**config.mk**
```make
export PLATFORM = sky130hd
export DESIGN_NAME = irq_msg_framer
export DESIGN_NICKNAME = d
export VERILOG_FILES = /design/src/rtl/irq_fr_pkg.sv /design/src/rtl/irq_fr_cksum.sv /design/src/rtl/irq_fr_sched.sv /design/src/rtl/irq_fr_seq.sv /design/src/rtl/irq_msg_framer.sv
export SDC_FILE = /design/constraint.sdc
export NUM_CORES = 1
export LEC_CHECK = 0
export ABC_AREA = 0
export BUFFER_PORTS_ARGS = -buffer_cell sky130_fd_sc_hd__buf_2
export CORE_ASPECT_RATIO = 0.75
export CORE_MARGIN = 2
export CORE_UTILIZATION = 54
export DETAILED_ROUTE_END_ITERATION = 10
export PLACE_DENSITY_LB_ADDON = 0.05
export SYNTH_ARGS = -nofsm -noshare
export SYNTH_HDL_FRONTEND = slang
export SYNTH_SLANG_ARGS = --single-unit
```
**constraint.sdc**
```tcl
create_clock -name clk -period 6.65 [get_ports clk]
set_input_delay 0.3325 -clock clk [delete_from_list [all_inputs] [get_ports clk]]
set_output_delay 0.3325 -clock clk [all_outputs]
set_load 0.01 [all_outputs]
```
**src/rtl/irq_fr_pkg.sv**
```systemverilog
package irq_fr_pkg;
   typedef logic [1:0] dibit_t;
   localparam dibit_t DIB_REL   = 2'b11;
   localparam dibit_t DIB_START = 2'b10;
   localparam dibit_t DIB_POST  = 2'b01;
   localparam int     HDR_CYC   = 3;
endpackage

```
**src/rtl/irq_fr_cksum.sv**
```systemverilog
module irq_fr_cksum #(
   parameter int N_DIB = 11,
   localparam int PAY_W = 2 * N_DIB
) (
   input  logic [PAY_W-1:0] payload_i,
   output logic [1:0]       sum_o
);
   logic [1:0] part [0:N_DIB];
   assign part[0] = 2'b00;
   for (genvar k = 0; k < N_DIB; k++) begin : g_acc
      assign part[k+1] = part[k] + payload_i[PAY_W-1-2*k -: 2];
   end
   assign sum_o = part[N_DIB];
endmodule

```
**src/rtl/irq_fr_sched.sv**
```systemverilog
module irq_fr_sched
   import irq_fr_pkg::*;
#(
   parameter int ARB_W  = 4,
   parameter int N_PAY  = 11,
   parameter int CYC_W  = 5,
   parameter int C_ARB0 = 2,
   localparam int PAY_W     = 2 * N_PAY,
   localparam int C_PAY0    = C_ARB0 + ARB_W,
   localparam int C_CK      = C_PAY0 + N_PAY,
   localparam int C_POST    = C_CK + 1
) (
   input  logic [CYC_W-1:0] cyc_i,
   input  logic             busy_i,
   input  logic [ARB_W-1:0] arb_id_i,
   input  logic [PAY_W-1:0] payload_i,
   input  logic [1:0]       sum_i,
   output dibit_t           drive_o
);
   dibit_t arb_dib [ARB_W];
   dibit_t pay_dib [N_PAY];

   for (genvar i = 0; i < ARB_W; i++) begin : g_arb
      assign arb_dib[i] = {arb_id_i[ARB_W-1-i], 1'b1};
   end
   for (genvar k = 0; k < N_PAY; k++) begin : g_pay
      assign pay_dib[k] = ~payload_i[PAY_W-1-2*k -: 2];
   end

   always_comb begin
      drive_o = DIB_REL;
      if (busy_i) begin
         if (cyc_i == CYC_W'(1)) drive_o = DIB_START;
         for (int i = 0; i < ARB_W; i++)
            if (cyc_i == CYC_W'(C_ARB0 + i)) drive_o = arb_dib[i];
         for (int k = 0; k < N_PAY; k++)
            if (cyc_i == CYC_W'(C_PAY0 + k)) drive_o = pay_dib[k];
         if (cyc_i == CYC_W'(C_CK))   drive_o = ~sum_i;
         if (cyc_i == CYC_W'(C_POST)) drive_o = DIB_POST;
      end
   end
endmodule

```
**src/rtl/irq_fr_seq.sv**
```systemverilog
module irq_fr_seq #(
   parameter int CYC_W     = 5,
   parameter int C_ARB0    = 2,
   parameter int C_ARB_END = 5,
   parameter int C_ST0     = 19,
   parameter int C_LAST    = 20,
   parameter int ST_W      = 4
) (
   input  logic             clk,
   input  logic             rst_n,
   input  logic             start_i,
   input  logic [1:0]       line_in_i,
   input  logic             drive1_i,
   output logic             load_o,
   output logic [CYC_W-1:0] cyc_o,
   output logic             busy_o,
   output logic             done_o,
   output logic [ST_W-1:0]  status_o
);
   logic [CYC_W-1:0] cyc_q;
   logic             busy_q, done_q;
   logic [ST_W-1:0]  stat_q;
   logic [ST_W+1:0]  stat_nxt;
   logic             in_arb, lose;

   assign load_o   = start_i && !busy_q;
   assign in_arb   = busy_q && (cyc_q >= CYC_W'(C_ARB0)) && (cyc_q <= CYC_W'(C_ARB_END));
   assign lose     = in_arb && drive1_i && !line_in_i[1];
   assign stat_nxt = {stat_q, line_in_i};

   always_ff @(posedge clk) begin
      if (!rst_n) begin
         cyc_q  <= '0;
         busy_q <= 1'b0;
         done_q <= 1'b0;
         stat_q <= '0;
      end else begin
         done_q <= 1'b0;
         if (load_o) begin
            busy_q <= 1'b1;
            cyc_q  <= CYC_W'(1);
         end else if (busy_q) begin
            if (lose) begin
               busy_q <= 1'b0;
               cyc_q  <= '0;
            end else if (cyc_q == CYC_W'(C_LAST)) begin
               busy_q <= 1'b0;
               cyc_q  <= '0;
               done_q <= 1'b1;
            end else begin
               cyc_q <= cyc_q + 1'b1;
            end
            if (cyc_q >= CYC_W'(C_ST0)) stat_q <= stat_nxt[ST_W-1:0];
         end
      end
   end

   assign cyc_o    = cyc_q;
   assign busy_o   = busy_q;
   assign done_o   = done_q;
   assign status_o = stat_q;
endmodule

```
**src/rtl/irq_msg_framer.sv**
```systemverilog
module irq_msg_framer
   import irq_fr_pkg::*;
#(
   parameter int ENTRY_W  = 64,
   parameter int ARB_W    = 4,
   parameter int VEC_W    = 8,
   parameter int VEC_LSB  = 0,
   parameter int DST_W    = 8,
   parameter int DST_LSB  = 56,
   parameter int DM_BIT   = 11,
   parameter int DLV_LSB  = 8,
   parameter int LVL_BIT  = 14,
   parameter int TRG_BIT  = 15,
   parameter int STAT_CYC = 2,
   localparam int ST_W      = 2 * STAT_CYC,
   localparam int C_ARB0    = 2,
   localparam int C_ARB_END = C_ARB0 + ARB_W - 1,
   localparam int N_PAY     = HDR_CYC + VEC_W / 2 + DST_W / 2,
   localparam int PAY_W     = 2 * N_PAY,
   localparam int C_CK      = C_ARB_END + 1 + N_PAY,
   localparam int C_ST0     = C_CK + 2,
   localparam int C_LAST    = C_ST0 + STAT_CYC - 1,
   localparam int CYC_W     = $clog2(C_LAST + 1)
) (
   input  logic               clk,
   input  logic               rst_n,
   input  logic               start_i,
   input  logic [ENTRY_W-1:0] entry_i,
   input  logic [ARB_W-1:0]   arb_id_i,
   input  logic [1:0]         line_in_i,
   output logic [1:0]         line_out_o,
   output logic               busy_o,
   output logic               done_o,
   output logic [ST_W-1:0]    status_o
);
   if (VEC_W % 2 != 0 || DST_W % 2 != 0) begin : g_bad_width
      $error("vector and destination widths must be even");
   end
   if (DST_LSB + DST_W > ENTRY_W || VEC_LSB + VEC_W > ENTRY_W) begin : g_bad_field
      $error("field lies outside the entry");
   end
   if (STAT_CYC < 1 || ARB_W < 1) begin : g_bad_count
      $error("status and arbitration cycle counts must be positive");
   end

   logic [PAY_W-1:0] payload_q;
   logic [ARB_W-1:0] arb_q;
   logic [CYC_W-1:0] cyc_w;
   logic [1:0]       sum_w;
   logic             load_w, busy_w;
   dibit_t           drive_w;

   always_ff @(posedge clk) begin
      if (!rst_n) begin
         payload_q <= '0;
         arb_q     <= '0;
      end else if (load_w) begin
         payload_q <= {entry_i[DM_BIT], entry_i[DLV_LSB+2], entry_i[DLV_LSB+1], entry_i[DLV_LSB],
                       entry_i[LVL_BIT], entry_i[TRG_BIT],
                       entry_i[VEC_LSB +: VEC_W], entry_i[DST_LSB +: DST_W]};
         arb_q     <= arb_id_i;
      end
   end

   irq_fr_seq #(
      .CYC_W(CYC_W), .C_ARB0(C_ARB0), .C_ARB_END(C_ARB_END),
      .C_ST0(C_ST0), .C_LAST(C_LAST), .ST_W(ST_W)
   ) u_seq (
      .clk(clk), .rst_n(rst_n), .start_i(start_i), .line_in_i(line_in_i),
      .drive1_i(drive_w[1]), .load_o(load_w), .cyc_o(cyc_w), .busy_o(busy_w),
      .done_o(done_o), .status_o(status_o)
   );

   irq_fr_cksum #(.N_DIB(N_PAY)) u_ck (.payload_i(payload_q), .sum_o(sum_w));

   irq_fr_sched #(
      .ARB_W(ARB_W), .N_PAY(N_PAY), .CYC_W(CYC_W), .C_ARB0(C_ARB0)
   ) u_sched (
      .cyc_i(cyc_w), .busy_i(busy_w), .arb_id_i(arb_q), .payload_i(payload_q),
      .sum_i(sum_w), .drive_o(drive_w)
   );

   assign line_out_o = drive_w;
   assign busy_o     = busy_w;
endmodule

```
==> impl_metrics.json, run 1 <==
{
  "status": "complete, no violations",
  "synthTopCellsByCount": "68 x nand2_1, 37 x dfxtp_1, 26 x a21boi_0",
  "wl_per_cell_um": 14.0,
  "syn_to_final_growth_pct": 11.9,
  "cts_tree": "built",
  "post-place-ws_ps": 2750,
  "core_area_mm2": 0.00405,
  "synth-seq-area-share_pct": 32.6,
  "worstSetupPathType": "reg -> out",
  "synth_edf_count": 0,
  "drt-total-wl_um": 5080,
  "fmax_mhz": 236,
  "hold_viol": 0,
  "path_buf_inv": 4,
  "ioPinCount": 81,
  "ctsHtreeMaxLevel": 2,
  "internal-power_mw": 0.381,
  "required_ps": 6320,
  "grt_max_degree": 37,
  "layout.nets": 392,
  "firstDrtPassIters": 4,
  "rsz0062_at_grt": "no",
  "grtUsageTotal_pct": 23.1,
  "crit_path_end_kind": "primary output",
  "drc": 0,
  "num_antenna_cells": 0,
  "num_vias": 1963,
  "die_h_um": 60.1,
  "fin_area_mm2": 0.00254,
  "slowest_stage": "fa_1",
  "initial_core_util_pct": 56.0,
  "fin_crit_sh_pct": 63.8,
  "port_buffers": 38,
  "synth_cells": 281,
  "grt-ovfl-total": 0,
  "hpwlAfterDp_um": 3610,
  "startpoint_type": "flop",
  "holdWs_ps": 283,
  "yosys.area.top_type_share_pct": 32.6,
  "synth.most_common_cell": "nand2_1",
  "synth.largest_area_cell": "dfxtp_1",
  "drtAntennaViolNets": 0,
  "leakagePower_nw": 0.987,
  "die_area_mm2": 0.00474,
  "synthArstFlopShare_pct": 0,
  "dr.first_iter.drc_count": 169,
  "cts_buffers": 5,
  "switchingPower_mw": 0.186,
  "clock_power_share_pct": 28.2,
  "seq_area_um2": 741,
  "clk_pin_slew_worst_paths_ps": 80,
  "rows": 20,
  "ctsResizeCount": 0,
  "antenna_found_initial": 0,
  "crit_fanout": 3,
  "maxCapViolations": 0,
  "p_seq_share_pct": 44.4,
  "post-cts-setup-buffers": 0,
  "postPlaceCellArea_mm2": 0.00245,
  "synth_cell_types": 48,
  "switching_share_pct": 32.8,
  "tightest_slew_ps": 1090,
  "grt_pass1_wl_um": 8330,
  "synth_top_flop_cell": "dfxtp_1",
  "cp_top_family": "adder cells",
  "netlist_area_mm2": 0.00227,
  "power_mw": 0.567,
  "cts_buffer_depth": 2,
  "viasPerCell": 5.41,
  "syn-num-nets": 366,
  "num-fill-cells": 403,
  "setup-violations-final": 0,
  "fp.dieW_um": 78.9,
  "cp.arrival_ps": 3910,
  "comb_power_share_pct": 27.4,
  "synth_seq_cells": 37,
  "powerDensity_mw_per_mm2": 223,
  "clk_latency_ps": 290,
  "avgSynthCellArea_um2": 8.08,
  "ys_warn_count": 0,
  "relSlewSlack_pct": 27.3,
  "hp-class": "in -> reg",
  "crit_chain": "fa_1 -> inv_1 -> fa_1 -> inv_1 -> fa_1 -> inv_1 -> fa_1 -> xnor2_1 -> xnor2_1 -> xnor2_1 -> xnor2_1 -> a211oi_1 -> o21ai_1 -> buf_2",
  "worst_slack_ps": 2410,
  "cts.sinks": 37,
  "period_minus_slack_ps": 4240,
  "synth_area_leaders": "dfxtp_1 33%, nand2_1 11%, a21boi_0 8.6%, fa_1 6.2%, xnor2_1 5.0%",
  "skew_ps": 7.67,
  "final.setup.tns_ps": 0,
  "hold_buffers": 0,
  "cts-root-buf": "clkbuf_8",
  "max-vdd-ir-drop_mv": 0.153,
  "drive_above_1_share_pct": 15.9,
  "critical-path-max-stage-delay_ps": 570,
  "grt_pass1_vias": 1624,
  "drv_slew": 0,
  "place.gp.congestion": 0.937,
  "multi_input_area_mm2": 0.00139
}
-- metrics by stage --
step | util [%] | cells
floorplan | - | 281
global placement | 60.4 | 355
detailed placement | 60.4 | 355
CTS | 62.6 | 363
global route | 62.6 | 363
finish | 62.6 | 363
-- state kept, by name, indices dropped and copies added, names as in the netlist --
register and cells:
u_seq.status_o 4, payload_q 22, u_seq.busy_o 1, u_seq.cyc_o 5, u_seq.done_o 1, arb_q 4
-- worst register-to-register path: stages (launching register included) --
cell	delay [ps]
dfxtp_1	460
inv_1	120
ha_1	410
or3b_1	430
a311o_1	330
a2111o_1	370
a211o_1	330
a211oi_2	340
a22o_1	190
-- metal layers --
layer / GRT usage (%) / share of wire, % / vias to the layer above
li1: - / - / 1001
met1: 36.7 / 54 / 909
met2: 31.5 / 40 / 51
met3: 5.44 / 5.0 / 2
met4: 3.69 / 0.28 / 0
met5: 0 / 0 / -
-- kinds of logic after synthesis --
kind of cell	Yosys count	share of synthesized area, %
simple gates	105	20.9
compound gates	73	23.7
flops	37	32.6
buf+inv	35	6.28
xor+xnor	15	5.79
fa+ha+maj	12	8.93
mux	4	1.76
-- power by group through the flow --
stage,sequential [mW],clock (mW),combinational [mW]
floorplan,0.251,0,0.122
global placement,0.257,0,0.152
detailed placement,0.257,0,0.155
CTS,0.252,0.164,0.157
global route,0.254,0.175,0.177
finish,0.252,0.160,0.155
-- placed cells by master, fill, tap and decap left out, types with 2 or more instances in the layout --
cell,n
nand2_1,68
buf_2,38
dfxtp_1,37
a21boi_0,26
inv_1,16
xnor2_1,13
a21oi_1,11
nor2b_1,10
nor2_1,8
o21ai_0,7
fa_1,7
a211oi_1,5
ha_1,5
clkbuf_8,5
nor3b_1,4
mux2i_1,4
nor3_1,3
nand2b_1,3
and3_1,2
o311a_1,2
xor2_1,2
a211o_1,2
a22o_1,2
-- path summary, 6_finish.rpt --
kind                                                  start  cells past startpoint  slack, ps                           to
worst max-delay path             payload_q[14]$_SDFFE_PN0P_                     14       2410                line_out_o[1]
worst max register to register  u_seq.cyc_o[1]$_SDFFE_PP0P_                      8       3620  u_seq.cyc_o[1]$_SDFFE_PP0P_
worst min-delay path                            arb_id_i[0]                      3        280        arb_q[0]$_SDFFE_PN0P_
worst min register to register        arb_q[2]$_SDFFE_PN0P_                      2        470        arb_q[2]$_SDFFE_PN0P_
-- area by class of cell --
cell class                 count  share of cell area [%]
inverter                      16                    2.37
multi-input combinational    209                    54.7
clock inverter                 3                   0.838
tap                           55                    2.71
timing repair buffer          38                    7.49
sequential                    37                    29.2
clock buffer                   5                    2.71
Note: power is estimated with default switching activity, not from simulation.
==> inputs of run 2 (changes only) <==
--- a/config.mk
+++ b/config.mk
@@ -9,7 +9,7 @@
 export BUFFER_PORTS_ARGS = -buffer_cell sky130_fd_sc_hd__buf_2
 export CORE_ASPECT_RATIO = 0.75
 export CORE_MARGIN = 2
-export CORE_UTILIZATION = 54
+export CORE_UTILIZATION = 45
 export DETAILED_ROUTE_END_ITERATION = 10
 export PLACE_DENSITY_LB_ADDON = 0.05
 export SYNTH_ARGS = -nofsm -noshare
==> constraint.sdc (replaced) <==
create_clock -name clk -period 3.8 [get_ports clk]
set_input_delay 0.19 -clock clk [delete_from_list [all_inputs] [get_ports clk]]
set_output_delay 0.19 -clock clk [all_outputs]
set_load 0.01 [all_outputs]
==> run 2 against run 1 <==
Net effect: the flow now finishes with violations (negative setup slack); sequential share of layout area decreased by 0.64 points; final cell count rose by 3.0%; count of clock-buffer cells in the layout stayed put; clock power is 73% higher; register-to-register slack got worse by 2900 ps.
==> impl_metrics.json, run 2 (synthesis results as in run 1) <==
{
  "status": "finished, violations left",
  "violations": "negative setup slack",
  "powerDensity_mw_per_mm2": 387,
  "min_to": "payload_q[14]$_SDFFE_PN0P_",
  "power_mw": 1.01,
  "drt-total-wl_um": 5310,
  "fin_cells": 374,
  "reg2reg_to": "u_seq.cyc_o[1]$_SDFFE_PP0P_",
  "cp.arrival_ps": 3760,
  "num-fill-cells": 500,
  "crit_fanout": 2,
  "largest-register": "payload_q",
  "layout.nets": 398,
  "critPathMostFrequentCell": "xnor2_1",
  "period_minus_slack_ps": 3950,
  "reg2regPathDepth": 8,
  "cts-root-buf": "clkbuf_8",
  "port_buffers": 38,
  "place.gp.congestion": 0.845,
  "fin_crit_sh_pct": 104,
  "grt-ovfl-total": 0,
  "hpwlAfterDp_um": 3780,
  "cts.sinks": 37,
  "die_h_um": 65.5,
  "syn_to_final_growth_pct": 14.6,
  "num_antenna_cells": 0,
  "reg2reg_from": "u_seq.cyc_o[1]$_SDFFE_PP0P_",
  "die_area_mm2": 0.00563,
  "drive_above_1_share_pct": 18.5,
  "core_area_mm2": 0.00487,
  "worst_slack_ps": -154,
  "fmax_mhz": 253,
  "worstSetupPathType": "reg -> out",
  "wl_per_cell_um": 14.2,
  "final.setup.tns_ps": -154,
  "relSlewSlack_pct": 31.1,
  "ctsHtreeMaxLevel": 2,
  "num_vias": 1944,
  "cts_buffer_depth": 2,
  "fp.dieW_um": 86.0,
  "rows": 22,
  "post-cts-setup-buffers": 0,
  "required_ps": 3610,
  "hold_path.startpoint": "entry_i[6]",
  "largest_reg_flops": 22,
  "multi_input_area_mm2": 0.00140,
  "max-vdd-ir-drop_mv": 0.188,
  "startpoint_type": "flop",
  "crit_chain": "fa_1 -> inv_1 -> fa_1 -> inv_1 -> fa_1 -> inv_1 -> fa_2 -> xnor2_1 -> xnor2_1 -> xnor2_1 -> xnor2_1 -> a211oi_2 -> o21ai_1 -> buf_2",
  "dr.first_iter.drc_count": 101,
  "layout_commonest_cell": "nand2_1",
  "slowest_stage": "fa_1",
  "clk_pin_slew_worst_paths_ps": 80,
  "cts_buffers": 5,
  "grt_max_degree": 37,
  "cts_tree": "built",
  "ioPinCount": 81,
  "layout_common_cells": "68 x nand2_1, 38 x buf_2, 36 x dfxtp_1",
  "firstDrtPassIters": 4,
  "leakagePower_nw": 1.02,
  "place_inst": 366,
  "seq_area_um2": 742,
  "tightest_slew_ps": 1030,
  "antenna_found_initial": 0,
  "skew_ps": 9.13,
  "grt_pass1_vias": 1802,
  "maxCapViolations": 0,
  "grt_pass1_wl_um": 9210,
  "drc": 0,
  "regToRegSetupSlack_ps": 750,
  "crit_path_end_kind": "primary output",
  "rsz0062_at_grt": "yes",
  "viasPerCell": 5.20,
  "grtUsageTotal_pct": 21.2,
  "critical-path-max-stage-delay_ps": 540,
  "post-place-ws_ps": 73.6,
  "clk_latency_ps": 290,
  "drtAntennaViolNets": 0,
  "hp-class": "in -> reg",
  "min_path_cells": 3,
  "initial_core_util_pct": 46.6,
  "drv_slew": 0,
  "hold_viol": 0,
  "setup-violations-final": 1
}
[run 2: changes by cell type in the layout (fill, tap and decap cells not counted)]
cell	change
inv_6	-1
clkinv_4	+2
fa_1	-1
dfxtp_2	+1
fa_2	+1
clkinvlp_4	-1
dfxtp_1	-1
buf_4	+6
a211oi_2	+1
a211oi_1	-1
[run 2: final cells by class]
cell class | instances | share of cell area (%)
multi-input combinational | 209 | 53.7
clock inverter | 3 | 0.866
inverter | 16 | 2.31
sequential | 37 | 28.5
timing repair buffer | 44 | 9.05
clock buffer | 5 | 2.65
tap | 60 | 2.89
[run 2: through the flow]
| step | util (%) | cell area [um2] | hold WS [ps] |
|---|---|---|---|
| 5_1_grt | 53.4 | 2600 | 139 |
| 3_3_place_gp | 51.3 | 2500 | 442 |
| 2_1_floorplan | - | 2270 | 324 |
| 3_5_place_dp | 51.3 | 2500 | 449 |
| 4_1_cts | 53.4 | 2600 | 134 |
| 6_report | 53.4 | 2600 | 141 |
[run 2: what timing repair did]
action	CTS	global route
pin swaps	6	1
gates resized for setup	3	0
endpoints found under the setup margin	1	2
hold buffers	0	0
[run 2: how the worst max path moves through the flow]
stage                     slack, ps       endpoint                       start  depth (start not counted)
final                          -150  line_out_o[1]  payload_q[14]$_SDFFE_PN0P_                         14
after CTS                      -140  line_out_o[1]  payload_q[14]$_SDFFE_PN0P_                         14
after detailed placement         70  line_out_o[1]  payload_q[14]$_SDFFE_PN0P_                         14
after global placement           70  line_out_o[1]  payload_q[14]$_SDFFE_PN0P_                         14
after global routing           -330  line_out_o[1]  payload_q[14]$_SDFFE_PN0P_                         14
after floorplan                 340  line_out_o[1]  payload_q[14]$_SDFFE_PN0P_                         14
[run 2: worst max-delay path, delay by kind of cell (launching register included)]
kind | cells | cell delay [ps]
fa+ha+maj | 4 | 1820
xor+xnor | 4 | 660
compound gates | 2 | 350
flops | 1 | 330
buf+inv | 4 | 320
[run 2: report_power, final]
part | switching [mW] | internal [mW] | total [mW]
registers | 0.0295 | 0.411 | 0.440
clock network | 0.147 | 0.130 | 0.277
logic | 0.154 | 0.134 | 0.288
[run 2: metal layers]
| metal | wire length, um | vias up | GRT usage, % |
|---|---|---|---|
| li1 | - | 1011 | - |
| met1 | 2920 | 883 | 32.8 |
| met2 | 2070 | 45 | 29.1 |
| met3 | 281 | 5 | 4.90 |
| met4 | 34 | 0 | 5.36 |
| met5 | 0 | - | 0 |
==> inputs of run 3 (changes only) <==
--- a/config.mk
+++ b/config.mk
@@ -9,7 +9,8 @@
 export BUFFER_PORTS_ARGS = -buffer_cell sky130_fd_sc_hd__buf_2
 export CORE_ASPECT_RATIO = 0.75
 export CORE_MARGIN = 2
-export CORE_UTILIZATION = 45
+export CORE_UTILIZATION = 47
+export CTS_BUF_LIST = sky130_fd_sc_hd__clkbuf_8
 export DETAILED_ROUTE_END_ITERATION = 10
 export PLACE_DENSITY_LB_ADDON = 0.05
 export SYNTH_ARGS = -nofsm -noshare
==> run 3 against run 2 <==
Net effect: the flow still finishes with violations (negative setup slack); count of clock-buffer cells in the layout unchanged; routed wire length up 1.7%; sequential power about the same; die area down 4.0%; via count up 1.5%; non-clock buffer count unchanged; maximum frequency down 0.23%; sequential cell count unchanged; clock power up 2%; core utilization up 4.1 points; combinational power up 5%; critical path type unchanged; largest cell class unchanged.
==> impl_metrics.json, run 3 (synthesis results as in run 1) <==
{
  "status": "finished, violations left",
  "violations": "negative setup slack",
  "grt_pass1_wl_um": 9250,
  "hold_buffers": 0,
  "clk_latency_ps": 300,
  "largest_reg_flops": 22,
  "final.setup.tns_ps": -163,
  "period_minus_slack_ps": 3960,
  "powerDensity_mw_per_mm2": 393,
  "skew_ps": 5.01,
  "p_seq_share_pct": 43.0,
  "ctsHtreeMaxLevel": 2,
  "relSlewSlack_pct": 24.4,
  "startpoint_type": "flop",
  "power_mw": 1.03,
  "die_h_um": 64.2,
  "maxCapViolations": 0,
  "initial_core_util_pct": 49.9,
  "internal-power_mw": 0.683,
  "hpwlAfterDp_um": 3890,
  "slowest_stage": "fa_1",
  "cts_tree": "built",
  "cts_buffer_depth": 2,
  "leakagePower_nw": 1.03,
  "num_vias": 1974,
  "dr.first_iter.drc_count": 129,
  "fin_crit_sh_pct": 104,
  "hp-class": "in -> reg",
  "clock_power_share_pct": 27.5,
  "layout_common_cells": "68 x nand2_1, 38 x buf_2, 36 x dfxtp_1",
  "worst_slack_ps": -163,
  "antenna_found_initial": 0,
  "worstSetupPathType": "reg -> out",
  "layout.nets": 398,
  "tightest_slew_ps": 1130,
  "drtAntennaViolNets": 0,
  "drc": 0,
  "crit_chain": "fa_1 -> inv_1 -> fa_1 -> inv_1 -> fa_1 -> inv_1 -> fa_2 -> xnor2_2 -> xnor2_2 -> xnor2_1 -> xnor2_1 -> a211oi_2 -> o21ai_1 -> buf_2",
  "grt_max_degree": 37,
  "cts.sinks": 37,
  "ioPinCount": 81,
  "grt_pass1_vias": 1836,
  "drt-total-wl_um": 5400,
  "core_area_mm2": 0.00455,
  "clk_pin_slew_worst_paths_ps": 80,
  "die_area_mm2": 0.00541,
  "setup-violations-final": 1,
  "cts_buffers": 5,
  "wl_per_cell_um": 14.5,
  "required_ps": 3610,
  "grtUsageTotal_pct": 21.7,
  "place.gp.congestion": 0.848,
  "crit_fanout": 2,
  "switchingPower_mw": 0.343,
  "holdWs_ps": 130,
  "viasPerCell": 5.32,
  "largest-register": "payload_q",
  "drive_above_1_share_pct": 19.1,
  "fmax_mhz": 252,
  "comb_power_share_pct": 29.5,
  "drv_slew": 0,
  "layout_commonest_cell": "nand2_1",
  "grt-ovfl-total": 0,
  "syn_to_final_growth_pct": 15.0,
  "num_antenna_cells": 0,
  "hold_viol": 0,
  "rows": 21,
  "post-place-ws_ps": 73.5,
  "crit_path_end_kind": "primary output",
  "max-vdd-ir-drop_mv": 0.308,
  "cts-root-buf": "clkbuf_8",
  "fp.dieW_um": 84.2,
  "finalCoreUtilization_pct": 57.4,
  "port_buffers": 38,
  "rsz0062_at_grt": "yes",
  "firstDrtPassIters": 5,
  "switching_share_pct": 33.4,
  "critical-path-max-stage-delay_ps": 550,
  "cp.arrival_ps": 3770
}
-- run 3: cell count changes in the layout (fill, tap and decap cells not counted) --
| cell | before | now |
|---|---|---|
| xnor2_2 | 0 | 2 |
| xnor2_1 | 13 | 11 |
-- run 3: what timing repair did --
action                     CTS  global route
pin swaps                    6             1
buffers inserted             0             0
setup endpoints to repair    1             2
gates resized for setup      4             1
hold endpoints to repair     0             0
-- run 3: layer usage --
layer	routed length, um	share of wire [%]	GRT usage (%)
met1	2840	53	32.7
met4	21	0.39	5.44
met2	2230	41	30.9
met5	0	0	0
met3	312	5.8	5.04
-- run 3: path summary, 6_finish.rpt --
path	slack, ps	from	cells after the start	end
worst min register to register	470	arb_q[2]$_SDFFE_PN0P_	2	arb_q[2]$_SDFFE_PN0P_
worst min-delay path	130	entry_i[6]	3	payload_q[14]$_SDFFE_PN0P_
worst max register to register	850	u_seq.cyc_o[0]$_SDFFE_PN0P_	8	u_seq.cyc_o[4]$_SDFFE_PP0P_
worst max-delay path	-160	payload_q[14]$_SDFFE_PN0P_	14	line_out_o[1]
-- run 3: metrics by stage --
| stage | cell area [um2] | cells |
|---|---|---|
| 2_1_floorplan | 2270 | 281 |
| 3_3_place_gp | 2500 | 363 |
| 3_5_place_dp | 2500 | 363 |
| 4_1_cts | 2600 | 371 |
| 5_1_grt | 2610 | 371 |
| 6_report | 2610 | 371 |
-- run 3: layout make-up --
class	count	area [um2]
clock buffer	5	68.8
clock inverter	3	22.5
fill	463	1930
inverter	16	60.1
multi-input combinational	209	1410
sequential	37	742
tap	57	71.3
timing repair buffer	44	235
-- run 3: power by group through the flow --
stage	Sequential [mW]	Combinational (mW)	Clock, mW
3_5_place_dp	0.450	0.284	0
6_report	0.441	0.303	0.282
5_1_grt	0.445	0.337	0.313
2_1_floorplan	0.439	0.214	0
4_1_cts	0.441	0.297	0.290
3_3_place_gp	0.449	0.278	0
-- run 3: critical path, delay by kind of cell (launching register included) --
family | cells | cell delay, ps
buffers and inverters | 4 | 340
XOR/XNOR | 4 | 620
adder cells (fa/ha/maj) | 4 | 1860
AO/OA/AOI/OAI | 2 | 320
flip-flops | 1 | 330
